<file path="src/rtl/trim_pkg.sv">
package trim_pkg;
  localparam int unsigned NUM_CH   = 12;
  localparam int unsigned ADDR_W   = 4;
  localparam int unsigned CODE_W   = 8;
  localparam int unsigned SYNC_LEN = 2;

  function automatic logic [CODE_W-1:0] midscale();
    return CODE_W'(1) << (CODE_W - 1);
  endfunction
endpackage

</file>
<file path="src/rtl/trim_sync_bit.sv">
module trim_sync_bit #(
  parameter int unsigned STAGES = 2,
  parameter bit          RST_VAL = 1'b0
) (
  input  logic clk,
  input  logic rst,
  input  logic d,
  output logic q
);
  logic [STAGES-1:0] pipe;

  always_ff @(posedge clk) begin
    if (rst) pipe <= {STAGES{RST_VAL}};
    else     pipe <= {pipe[STAGES-2:0], d};
  end

  assign q = pipe[STAGES-1];
endmodule

</file>
<file path="src/rtl/trim_ser_rx.sv">
module trim_ser_rx #(
  parameter int unsigned FRAME_W  = 12,
  parameter int unsigned SYNC_LEN = 2
) (
  input  logic               clk,
  input  logic               rst,
  input  logic               ser_clk,
  input  logic               ser_csn,
  input  logic               ser_din,
  output logic               commit,
  output logic [FRAME_W-1:0] word
);
  logic sclk_s, csn_s, din_s;
  logic sclk_d, csn_d;
  logic [FRAME_W-1:0] shreg;

  trim_sync_bit #(.STAGES(SYNC_LEN), .RST_VAL(1'b1)) u_sclk_sync (
    .clk(clk), .rst(rst), .d(ser_clk), .q(sclk_s));
  trim_sync_bit #(.STAGES(SYNC_LEN), .RST_VAL(1'b1)) u_csn_sync (
    .clk(clk), .rst(rst), .d(ser_csn), .q(csn_s));
  trim_sync_bit #(.STAGES(SYNC_LEN), .RST_VAL(1'b0)) u_din_sync (
    .clk(clk), .rst(rst), .d(ser_din), .q(din_s));

  wire sclk_rise = sclk_s & ~sclk_d;
  wire csn_rise  = csn_s & ~csn_d;

  always_ff @(posedge clk) begin
    if (rst) begin
      sclk_d <= 1'b1;
      csn_d  <= 1'b1;
      shreg  <= '0;
      commit <= 1'b0;
      word   <= '0;
    end else begin
      sclk_d <= sclk_s;
      csn_d  <= csn_s;
      commit <= csn_rise;
      if (csn_rise) word <= shreg;
      if (!csn_s && sclk_rise) shreg <= {shreg[FRAME_W-2:0], din_s};
    end
  end


  csn_idle_hold_chk: assert property (@(posedge clk) disable iff (rst)
    csn_s |=> $stable(shreg));


  commit_single_chk: assert property (@(posedge clk) disable iff (rst)
    commit |=> !commit);
endmodule

</file>
<file path="src/rtl/trim_chan_bank.sv">
module trim_chan_bank #(
  parameter int unsigned NUM_CH = 12,
  parameter int unsigned ADDR_W = 4,
  parameter int unsigned CODE_W = 8
) (
  input  logic                       clk,
  input  logic                       rst,
  input  logic                       commit,
  input  logic [ADDR_W+CODE_W-1:0]   word,
  output logic [NUM_CH*CODE_W-1:0]   codes
);
  localparam logic [CODE_W-1:0] MID  = trim_pkg::midscale();
  localparam logic [ADDR_W-1:0] LAST = ADDR_W'(NUM_CH - 1);

  logic [CODE_W-1:0] regs [NUM_CH];
  wire  [ADDR_W-1:0] addr = word[ADDR_W+CODE_W-1:CODE_W];
  wire  [CODE_W-1:0] code = word[CODE_W-1:0];
  wire               hit  = commit && (addr <= LAST);

  always_ff @(posedge clk) begin
    if (rst) begin
      for (int i = 0; i < NUM_CH; i++) regs[i] <= MID;
    end else if (hit) begin
      regs[addr] <= code;
    end
  end

  for (genvar g = 0; g < NUM_CH; g++) begin : g_flat
    assign codes[g*CODE_W +: CODE_W] = regs[g];
  end


  no_commit_hold_chk: assert property (@(posedge clk) disable iff (rst)
    !commit |=> $stable(codes));


  bad_addr_hold_chk: assert property (@(posedge clk) disable iff (rst)
    (commit && addr > LAST) |=> $stable(codes));


  reset_mid_chk: assert property (@(posedge clk)
    rst |=> (codes == {NUM_CH{MID}}));
endmodule

</file>
<file path="src/rtl/trim_drive_ctl.sv">
module trim_drive_ctl #(
  parameter int unsigned NUM_CH   = 12,
  parameter int unsigned SYNC_LEN = 2
) (
  input  logic              clk,
  input  logic              rst,
  input  logic              shdn,
  output logic [NUM_CH-1:0] drive_en,
  output logic              shdn_active
);
  logic shdn_s;

  trim_sync_bit #(.STAGES(SYNC_LEN), .RST_VAL(1'b0)) u_shdn_sync (
    .clk(clk), .rst(rst), .d(shdn), .q(shdn_s));

  always_ff @(posedge clk) begin
    if (rst) begin
      drive_en    <= '1;
      shdn_active <= 1'b0;
    end else begin
      drive_en    <= {NUM_CH{~shdn_s}};
      shdn_active <= shdn_s;
    end
  end


  shdn_open_chk: assert property (@(posedge clk) disable iff (rst)
    shdn_s |=> (drive_en == '0 && shdn_active));


  run_drive_chk: assert property (@(posedge clk) disable iff (rst)
    !shdn_s |=> (drive_en == '1 && !shdn_active));
endmodule

</file>
<file path="src/rtl/trim_bank_top.sv">
module trim_bank_top #(
  parameter int unsigned NUM_CH   = trim_pkg::NUM_CH,
  parameter int unsigned ADDR_W   = trim_pkg::ADDR_W,
  parameter int unsigned CODE_W   = trim_pkg::CODE_W,
  parameter int unsigned SYNC_LEN = trim_pkg::SYNC_LEN
) (
  input  logic                     clk,
  input  logic                     rst,
  input  logic                     ser_clk,
  input  logic                     ser_csn,
  input  logic                     ser_din,
  input  logic                     shdn,
  output logic [NUM_CH*CODE_W-1:0] chan_code,
  output logic [NUM_CH-1:0]        chan_drive_en,
  output logic                     shdn_active
);
  localparam int unsigned FRAME_W = ADDR_W + CODE_W;

  logic               commit;
  logic [FRAME_W-1:0] word;

  trim_ser_rx #(.FRAME_W(FRAME_W), .SYNC_LEN(SYNC_LEN)) u_rx (
    .clk(clk), .rst(rst), .ser_clk(ser_clk), .ser_csn(ser_csn),
    .ser_din(ser_din), .commit(commit), .word(word));

  trim_chan_bank #(.NUM_CH(NUM_CH), .ADDR_W(ADDR_W), .CODE_W(CODE_W)) u_bank (
    .clk(clk), .rst(rst), .commit(commit), .word(word), .codes(chan_code));

  trim_drive_ctl #(.NUM_CH(NUM_CH), .SYNC_LEN(SYNC_LEN)) u_drive (
    .clk(clk), .rst(rst), .shdn(shdn), .drive_en(chan_drive_en),
    .shdn_active(shdn_active));
endmodule

</file>
<file path="config.mk">
export PLATFORM = sky130hd
export DESIGN_NAME = trim_bank_top
export DESIGN_NICKNAME = d
export VERILOG_FILES = /design/src/rtl/trim_pkg.sv /design/src/rtl/trim_sync_bit.sv /design/src/rtl/trim_ser_rx.sv /design/src/rtl/trim_chan_bank.sv /design/src/rtl/trim_drive_ctl.sv /design/src/rtl/trim_bank_top.sv
export SDC_FILE = /design/constraint.sdc
export NUM_CORES = 1
export LEC_CHECK = 0
export BUFFER_PORTS_ARGS = -buffer_cell sky130_fd_sc_hd__buf_2
export CAP_MARGIN = 20
export CORE_MARGIN = 2
export CORE_UTILIZATION = 53
export CTS_CLUSTER_SIZE = 12
export DETAILED_ROUTE_END_ITERATION = 12
export HOLD_SLACK_MARGIN = 0.05
export PLACE_DENSITY_LB_ADDON = 0.12
export SETUP_SLACK_MARGIN = 0.3
export SYNTH_ARGS = -nofsm -noshare
export SYNTH_HDL_FRONTEND = slang
export SYNTH_HIERARCHICAL = 1
export SYNTH_SLANG_ARGS = --single-unit
export TNS_END_PERCENT = 50
</file>
<file path="constraint.sdc">
create_clock -name clk -period 2.3 [get_ports clk]
set_input_delay 0.23 -clock clk [delete_from_list [all_inputs] [get_ports clk]]
set_output_delay 0.23 -clock clk [all_outputs]
set_load 0.02 [all_outputs]
</file>
## After elaboration in Yosys (flattened, before gate mapping)

Memory sizes are Yosys's and may differ from the RTL's.
Index checks and enable logic that the tools add are counted.

- Output and inout port bits: 109
- Input bits: 6
- Memories: 1
- Register bits: 37
- Memory bits (writable): 96
- Word-level logic and storage cells: 30

Memories:

| memory | words | width | rd ports | clocked after Yosys merged registers in | write ports | line | RTL |
|---|---|---|---|---|---|---|---|
| u_bank.regs | 12 | 8 | 12 | 0 | 12 | trim_chan_bank.sv:15 | `logic [CODE_W-1:0] regs [NUM_CH];` |

- Bitwise gates (word level): 5
- Magnitude comparators: 1
- Reduce and logical (&&, ||, !) cells: 4
- Mux-type cells: 8

Operator list:

| operator | count |
|---|---|
| two-way mux 8 bit | 1 |
| OR reduction 8 bit | 1 |
| two-way mux 1 bit | 6 |
| less-or-equal comparator 4 bit (second input constant) | 1 |
| two-way mux 4 bit | 1 |
| NOT 1 bit | 3 |
| bitwise AND 1 bit | 2 |
| logical AND 1 bit | 2 |
| logical NOT 1 bit | 1 |

## Logic depth before layout (Yosys ltp)

Gate-level depths: netlist (run 1).

- Depth in word-level cells: 7
- Mapped depth: 4
- Mapped depth without buffers: 3

## Hierarchy

Netlist (run 1), hierarchy kept.

Modules (own cells, without submodules):

| module | instances | area each (um2) | seq. area each (um2) | cells each |
|---|---|---|---|---|
| trim_chan_bank | 1 | 3681.0 | 2882.8 | 250 |
| trim_ser_rx | 1 | 934.6 | 540.5 | 113 |
| trim_sync_bit | 4 | 52.6 | 40.0 | 4 |
| trim_drive_ctl | 1 | 135.1 | 40.0 | 15 |

## Worst setup path after synthesis (run 1)

No wires, ideal clock.

- Path type: register to register
- From: register u_rx.word[10]
- To: memory u_bank.regs[0][0] (enable)
- Cell stages (with the launch flop): 5
- Setup slack: 0.358 ns
- Arrival time: 1.567 ns
- Buffers on the path: 2
- Library setup time: 0.375 ns
- Clock period less this slack: 1.942 ns
- Required time: 1.925 ns
- Cells stage by stage: dfxtp_1 -> or4b_1 -> buf_2 -> buf_2 -> o21bai_1

RTL lines:

| element | line | RTL |
|---|---|---|
| start, declared | trim_ser_rx.sv:11 | `output logic [FRAME_W-1:0] word` |
| start signal, assigned | trim_ser_rx.sv:38 | `if (csn_rise) word <= shreg;` |
| end, declared | trim_chan_bank.sv:15 |  |

==> results of run 1 <==
## state kept, by name (all words and copies together) (netlist names)
signal,cells
u_rx/u_din_sync/pipe,2
u_rx/u_sclk_sync/pipe,2
u_rx/shreg,12
u_rx/sclk_d,1
u_drive/u_shdn_sync/pipe,2
u_bank/regs,96
u_drive/drive_en,1
u_rx/word,12
u_rx/csn_d,1
u_rx/commit,1
u_drive/shdn_active,1
u_rx/u_csn_sync/pipe,2
## final cells by class
| class | count | area, µm² |
|---|---|---|
| clock buffer | 21 | 472 |
| clock inverter | 11 | 100 |
| fill | 686 | 2970 |
| inverter | 7 | 26.3 |
| multi-input combinational | 204 | 1060 |
| sequential | 133 | 3620 |
| tap | 111 | 139 |
| timing repair buffer | 139 | 768 |
## cells in the mapped netlist
library cell  count  share of area (%)
buf_2             7               0.71
nor3b_2           1               0.25
or3b_4            1               0.23
inv_1             7               0.53
nand4bb_1         2               0.45
o21bai_1         12                1.8
dfxtp_1          37                 15
or2_2             3               0.38
edfxtp_1         96                 58
nor2_1            1              0.076
a21oi_1          24                2.4
nor2b_1           5               0.63
nor3_1           84                8.5
and2b_1           1               0.15
or3_1            12                1.5
or2b_1            1               0.15
or2_1             4               0.50
nand2b_1          3               0.38
nand2_1          49                3.7
or4b_1            1               0.20
buf_6             2               0.45
clkbuf_1         30                2.3
buf_4            11                1.7
## stage by stage
stage / util, % / setup WS (ps) / cells / total power (W) / instance area [µm²]
after floorplan: - / 358 / 394 / 0.00283 / 4960
after global routing: 67.6 / 470 / 626 / 0.00555 / 6190
after global placement: 60.9 / 554 / 590 / 0.00291 / 5580
after CTS: 67.6 / 556 / 626 / 0.00542 / 6190
after detailed placement: 60.9 / 560 / 590 / 0.00291 / 5580
final: 67.6 / 550 / 626 / 0.00538 / 6190
## power breakdown
| group | total, W | switching [W] | internal (W) |
|---|---|---|---|
| combinational | 0.000223 | 0.000150 | 0.0000727 |
| clock | 0.00251 | 0.000953 | 0.00156 |
| sequential | 0.00264 | 0.0000193 | 0.00262 |
## worst register-to-register path: stages (launching register included)
cell and delay, ps:
dfxtp_1 330, or4b_1 540, buf_4 240, o21bai_1 160, buf_4 200
## final timing paths
| kind | endpoint | slack, ps |
|---|---|---|
| worst min register to register | u_drive/drive_en[0]$_SDFF_PP1_ | 390 |
| worst min-delay path | u_bank/regs[8][4]$_SDFFCE_PN0P_ | 290 |
| worst max register to register | u_bank/regs[3][7]$_SDFFCE_PN1P_ | 550 |
| worst max-delay path | u_bank/regs[3][7]$_SDFFCE_PN1P_ | 550 |
## per-layer routing
metal | track usage [%] | vias to the layer above | wire (µm) | part of all wire (%)
met5 | 0 | - | 0 | 0
met3 | 6.10 | 25 | 611 | 5.9
met1 | 27.4 | 1580 | 4280 | 41
met2 | 33.8 | 125 | 5280 | 51
li1 | - | 1598 | - | -
met4 | 10.1 | 0 | 263 | 2.5
## cells by family after synthesis
logic type             after synthesis  share of synthesized area (%)
and+or+nand+nor                    168                           17.1
buffers and inverters               57                           5.62
AOI/OAI and AO/OA                   36                           4.24
DFF                                133                           73.0
==> metrics.md, run 1 <==
| Metric | Value |
|---|---|
| Status | finished, final reports clean |
| Die area | 10,200 µm² |
| Post-CTS setup buffer count | 0 |
| RSZ-0062 raised after global routing | no |
| H-tree lvl count | 4 |
| Peak VDD IR | 0.526 mV |
| Gr usage total | 21.4% |
| Yosys cell types | 23 |
| Clock Latency Late Sink | 510 ps |
| Slew @ Worst Pin | 776 ps |
| DRC | 0 |
| Max Fclk | 571 MHz |
| TritonCTS Buffers | 17 |
| Most common cell type on the critical path | buf_4 |
| Rows | 35 |
| Min-delay src | rst |
| Flops & latches, synth | 133 |
| Vias in the first global route | 3,171 |
| Vias/cell | 5.32 |
| Mean Syn Cell Area | 12.6 µm² |
| Critical path endpoint category | register |
| Nets | 508 |
| Global-route wire length before repair | 16,100 µm |
| Cell Pwr Density | 869 nW/µm² |
| Die width | 101 µm |
| Worst R2R Start | u_rx/word[10]$_SDFFE_PP0P_ |
| Setup Viol. Count Final | 0 |
| CTS root buffer | clkbuf_8 |
| Fin. Hold Viols | 0 |
| Hold_ws | 286 ps |
| Grt total ovfl | 0 |
| Crit path max-delay family | simple AND/OR/NAND/NOR gates |
| Layout cells sized above 1 | 33.0% |
| Yosys warning total | 6 |
| Clk_skew | 11.2 ps |
| Max-cap check violation count | 0 |
| Drt wl/cell | 16.7 µm |
| Crit path launch type | register |
| CTS tree | yes |
| Final Routed Wirelength | 10,400 µm |
| Largest net degree at the start of global routing | 47 |
| DP HPWL | 6590 µm |
| Area Growth Syn to Fin | 24.7% |
| Crit-path cells | or4b_1 -> buf_4 -> o21bai_1 -> buf_4 |
| Period utilization | 76.1% |
| WS Path Type | reg -> reg |
| Critical path depth in cells | 4 |
| Initial antenna violation count | 0 |
| Die height | 101 µm |
| Global placement routability congestion | 0.738 |
| Clk sinks | 133 |
| CTS resizes | 0 |
| Drt first-iter violations | 173 |
| I/O pins | 115 |
| TNS Setup | 0 ps |
| Most frequent cells in the layout | buf_2, edfxtp_1, nor3_1 |
| Buf/Inv on CP | 2 |
| Critical Path RT | 2510 ps |
| First-pass DRT Iterations | 5 |
| PortBufs | 114 |
| Crit path DAT | 1960 ps |
| Starting Density | 54.2% |
| Synthesized Nets | 400 |
| Slowest CP cell | or4b_1 |
| Hold Path Class | in -> reg |
| Hold Path Stages | 3 |
| Leakage | 2.24 nW |
| Register area share after synthesis | 73.0% |
| Worst-path fanout max | 27 |
| Detailed-route via count | 3,328 |
| Cell area after synthesis | 4960 µm² |
| Minimum clock period | 1750 ps |
| Cells on worst reg2reg path | 4 |
| Hold bufs inserted after CTS | 4 |
| Maximum root-to-sink buffer count | 2 |
| Core Region | 9150 µm² |
| CTS clk-pin slew, worst paths | 60 ps |
| Critical path's largest stage delay | 540 ps |
| Commonest non-fill, non-tap cell in the layout | buf_2 |
| Ant diodes | 0 |
| Count of mapped cells out of synthesis | 394 |
| Slew Limit Fails | 0 |
| Slew HR | 48.3% |
| Final ANT Viol Nets | 0 |
| Worst Setup SP | u_rx/word[10]$_SDFFE_PP0P_ |
Power figures use the tool's default switching activity.
==> run 2, diff against run 1 <==
CORE_UTILIZATION = 48   (was 53)
clock period = 1.47 ns   (was 2.3 ns; I/O delays follow)
==> metrics.md, run 2 (synthesis gave the netlist of run 1 again) <==
| Metric | Value |
|---|---|
| Status | complete, but fails checks (was finished, final reports clean) |
| Failing checks | setup timing |
| RSZ-0062 raised after global routing | yes (was no) |
| Number of flip-flops in the largest register | 96 (unchanged) |
| Area Growth Syn to Fin | 64.3% (was 24.7%) |
| Max-cap check violation count | 0 (unchanged) |
| Top reg by flops | u_bank/regs (unchanged) |
| Commonest non-fill, non-tap cell in the layout | buf_6 (was buf_2) |
| Clk_skew | 6.70 ps (was 11.2 ps) |
| Die area | 11,200 µm² (was 10,200 µm²) |
| Hold Path Class | in -> reg (unchanged) |
| Core Region | 10,200 µm² (was 9150 µm²) |
| Worst setup path endpoint | u_bank/regs[3][7]$_SDFFCE_PN1P_ (unchanged) |
| Busiest grt layer | met2 (unchanged) |
| Placed cells | 625 (was 590) |
| Most frequent cells in the layout | buf_6, edfxtp_1, nand2_1 (was buf_2, edfxtp_1, nor3_1) |
| Final worst setup slack | -175 ps (was 550 ps) |
| First-pass DRT Iterations | 4 (was 5) |
| Slowest CP cell | or4b_4 (was or4b_1) |
| Drt first-iter violations | 301 (was 173) |
| Overall power | 0.00929 W (was 0.00538 W) |
| Leakage | 3.14 nW (was 2.24 nW) |
| Fin. Hold Viols | 0 (unchanged) |
| DRC | 0 (unchanged) |
| Slew HR | 41.2% (was 48.3%) |
| Worst R2R Start | u_rx/word[11]$_SDFFE_PP0P_ (was u_rx/word[10]$_SDFFE_PP0P_) |
| Crit path DAT | 1900 ps (was 1960 ps) |
| Critical path endpoint category | register (unchanged) |
| Max Fclk | 608 MHz (was 571 MHz) |
| PortBufs | 114 (unchanged) |
| Detailed-route via count | 3,733 (was 3,328) |
| Worst-path fanout max | 15 (was 27) |
| Cells on worst reg2reg path | 3 (was 4) |
| Global placement routability congestion | 0.763 (was 0.738) |
| Worst Setup SP | u_rx/word[11]$_SDFFE_PP0P_ (was u_rx/word[10]$_SDFFE_PP0P_) |
| H-tree lvl count | 4 (unchanged) |
| Initial antenna violation count | 0 (unchanged) |
| Gr usage total | 22.1% (was 21.4%) |
| Die height | 106 µm (was 101 µm) |
| WS Path Type | reg -> reg (unchanged) |
| Final instance area | 8150 µm² (was 6190 µm²) |
| Clk sinks | 133 (unchanged) |
| TritonCTS Buffers | 17 (unchanged) |
| Reg2reg end | u_bank/regs[3][7]$_SDFFCE_PN1P_ (unchanged) |
| Cell Pwr Density | 1140 nW/µm² (was 869 nW/µm²) |
| Clock Latency Late Sink | 520 ps (was 510 ps) |
| I/O pins | 115 (unchanged) |
| Slew Limit Fails | 0 (unchanged) |
| Global-route wire length before repair | 18,500 µm (was 16,100 µm) |
| Crit-path cells | or4b_4 -> buf_12 -> or3_1 (was or4b_1 -> buf_4 -> o21bai_1 -> buf_4) |
| Maximum root-to-sink buffer count | 2 (unchanged) |
| Layout cells sized above 1 | 54.5% (was 33.0%) |
| CTS root buffer | clkbuf_8 (unchanged) |
| Crit path launch type | register (unchanged) |
| Vias in the first global route | 3,424 (was 3,171) |
| Largest net degree at the start of global routing | 41 (was 47) |
| CTS tree | yes (unchanged) |
| Final Routed Wirelength | 13,400 µm (was 10,400 µm) |
| Minimum clock period | 1650 ps (was 1750 ps) |
| Crit path max-delay family | simple AND/OR/NAND/NOR gates (unchanged) |
| Grt met2 use | 36.4% (was 33.8%) |
| Vias/cell | 5.50 (was 5.32) |
| Placed cell areas | 5860 µm² (was 5580 µm²) |
| Grt total ovfl | 0 (unchanged) |
| GR Util met3 | 5.81% (was 6.10%) |
| DP HPWL | 6640 µm (was 6590 µm) |
| Final ANT Viol Nets | 0 (unchanged) |
| Starting Density | 48.7% (was 54.2%) |
| Buf/Inv on CP | 1 (was 2) |
| CTS clk-pin slew, worst paths | 60 ps (about the same) |
| Nets | 536 (was 508) |
| Die width | 106 µm (was 101 µm) |
| R2r setup slk | -180 ps (was 550 ps) |
| Hold_ws | 226 ps (was 286 ps) |
| Fin cells | 679 (was 626) |
| Setup Viol. Count Final | 126 (was 0) |
| Critical path's largest stage delay | 530 ps (was 540 ps) |
| Peak VDD IR | 0.777 mV (was 0.526 mV) |
| Top flop regs | u_bank/regs x96, u_rx/shreg x12, u_rx/word x12 (unchanged) |
| Slew @ Worst Pin | 881 ps (was 776 ps) |
| GRT met1 Usage | 29.0% (was 27.4%) |
| Critical path depth in cells | 3 (was 4) |
| Ant diodes | 0 (unchanged) |
| Period utilization | 112% (was 76.1%) |
| Critical Path RT | 1730 ps (was 2510 ps) |
| Rows | 37 (was 35) |
| Drt wl/cell | 19.7 µm (was 16.7 µm) |
-- run 2: what timing repair did --
| item | in CTS | in global routing |
|---|---|---|
| cloned | 3 | 1 |
| setup buffers | 8 | 6 |
| hold endpoints to repair | 4 | 0 |
| pin swaps | 33 | 29 |
| hold buffers | 4 | 0 |
| setup endpoints to repair | 300 | 313 |
| gates resized for setup | 297 | 63 |
-- run 2: area by class of cell --
type | instances | area (µm²)
fillers | 506 | 2030
well taps | 136 | 170
inverters | 7 | 26.3
clock inverters | 14 | 231
repair buffers | 167 | 1880
flip-flops and latches | 133 | 3630
clock buffers | 18 | 418
multi-input cells | 204 | 1790
-- run 2: power breakdown --
part	leakage [nW]	total, W	switching, W	internal (W)
combinational	1.58	0.000473	0.000242	0.000231
sequential	1.25	0.00416	0.0000552	0.00410
clock	0.314	0.00466	0.00157	0.00309
total	3.14	0.00929	0.00187	0.00742
-- run 2: through the flow --
stage,TNS (ps),util (%),worst slack (ps)
6_report,-8390,80.0,-175
5_1_grt,-13630,80.0,-192
4_1_cts,-5390,76.4,-133
3_5_place_dp,-6060,57.5,-158
3_3_place_gp,-4860,57.5,-154
2_1_floorplan,-4970,-,-168
-- run 2: how the worst min path moves through the flow --
stage	startpoint	end	slack [ps]	cells past startpoint
2_1_floorplan	rst	u_drive/shdn_active$_SDFF_PP0_	220	1
3_3_place_gp	ser_clk	u_rx/u_sclk_sync/pipe[0]$_SDFF_PP1_	330	2
3_5_place_dp	ser_clk	u_rx/u_sclk_sync/pipe[0]$_SDFF_PP1_	330	2
4_1_cts	rst	u_bank/regs[2][7]$_SDFFCE_PN1P_	200	4
5_1_grt	rst	u_bank/regs[0][7]$_SDFFCE_PN1P_	240	4
6_report	rst	u_bank/regs[2][7]$_SDFFCE_PN1P_	230	4
-- run 2: per-layer routing --
layer	share of wire (%)	routed length, µm
met1	39	5250
met2	54	7290
met3	5.2	700
met4	1.1	154
met5	0	0
-- run 2: worst reg2reg max path, cell delays in order, from the launching register on --
cell,delay (ps)
dfxtp_2,320
or4b_4,530
buf_12,170
or3_1,360
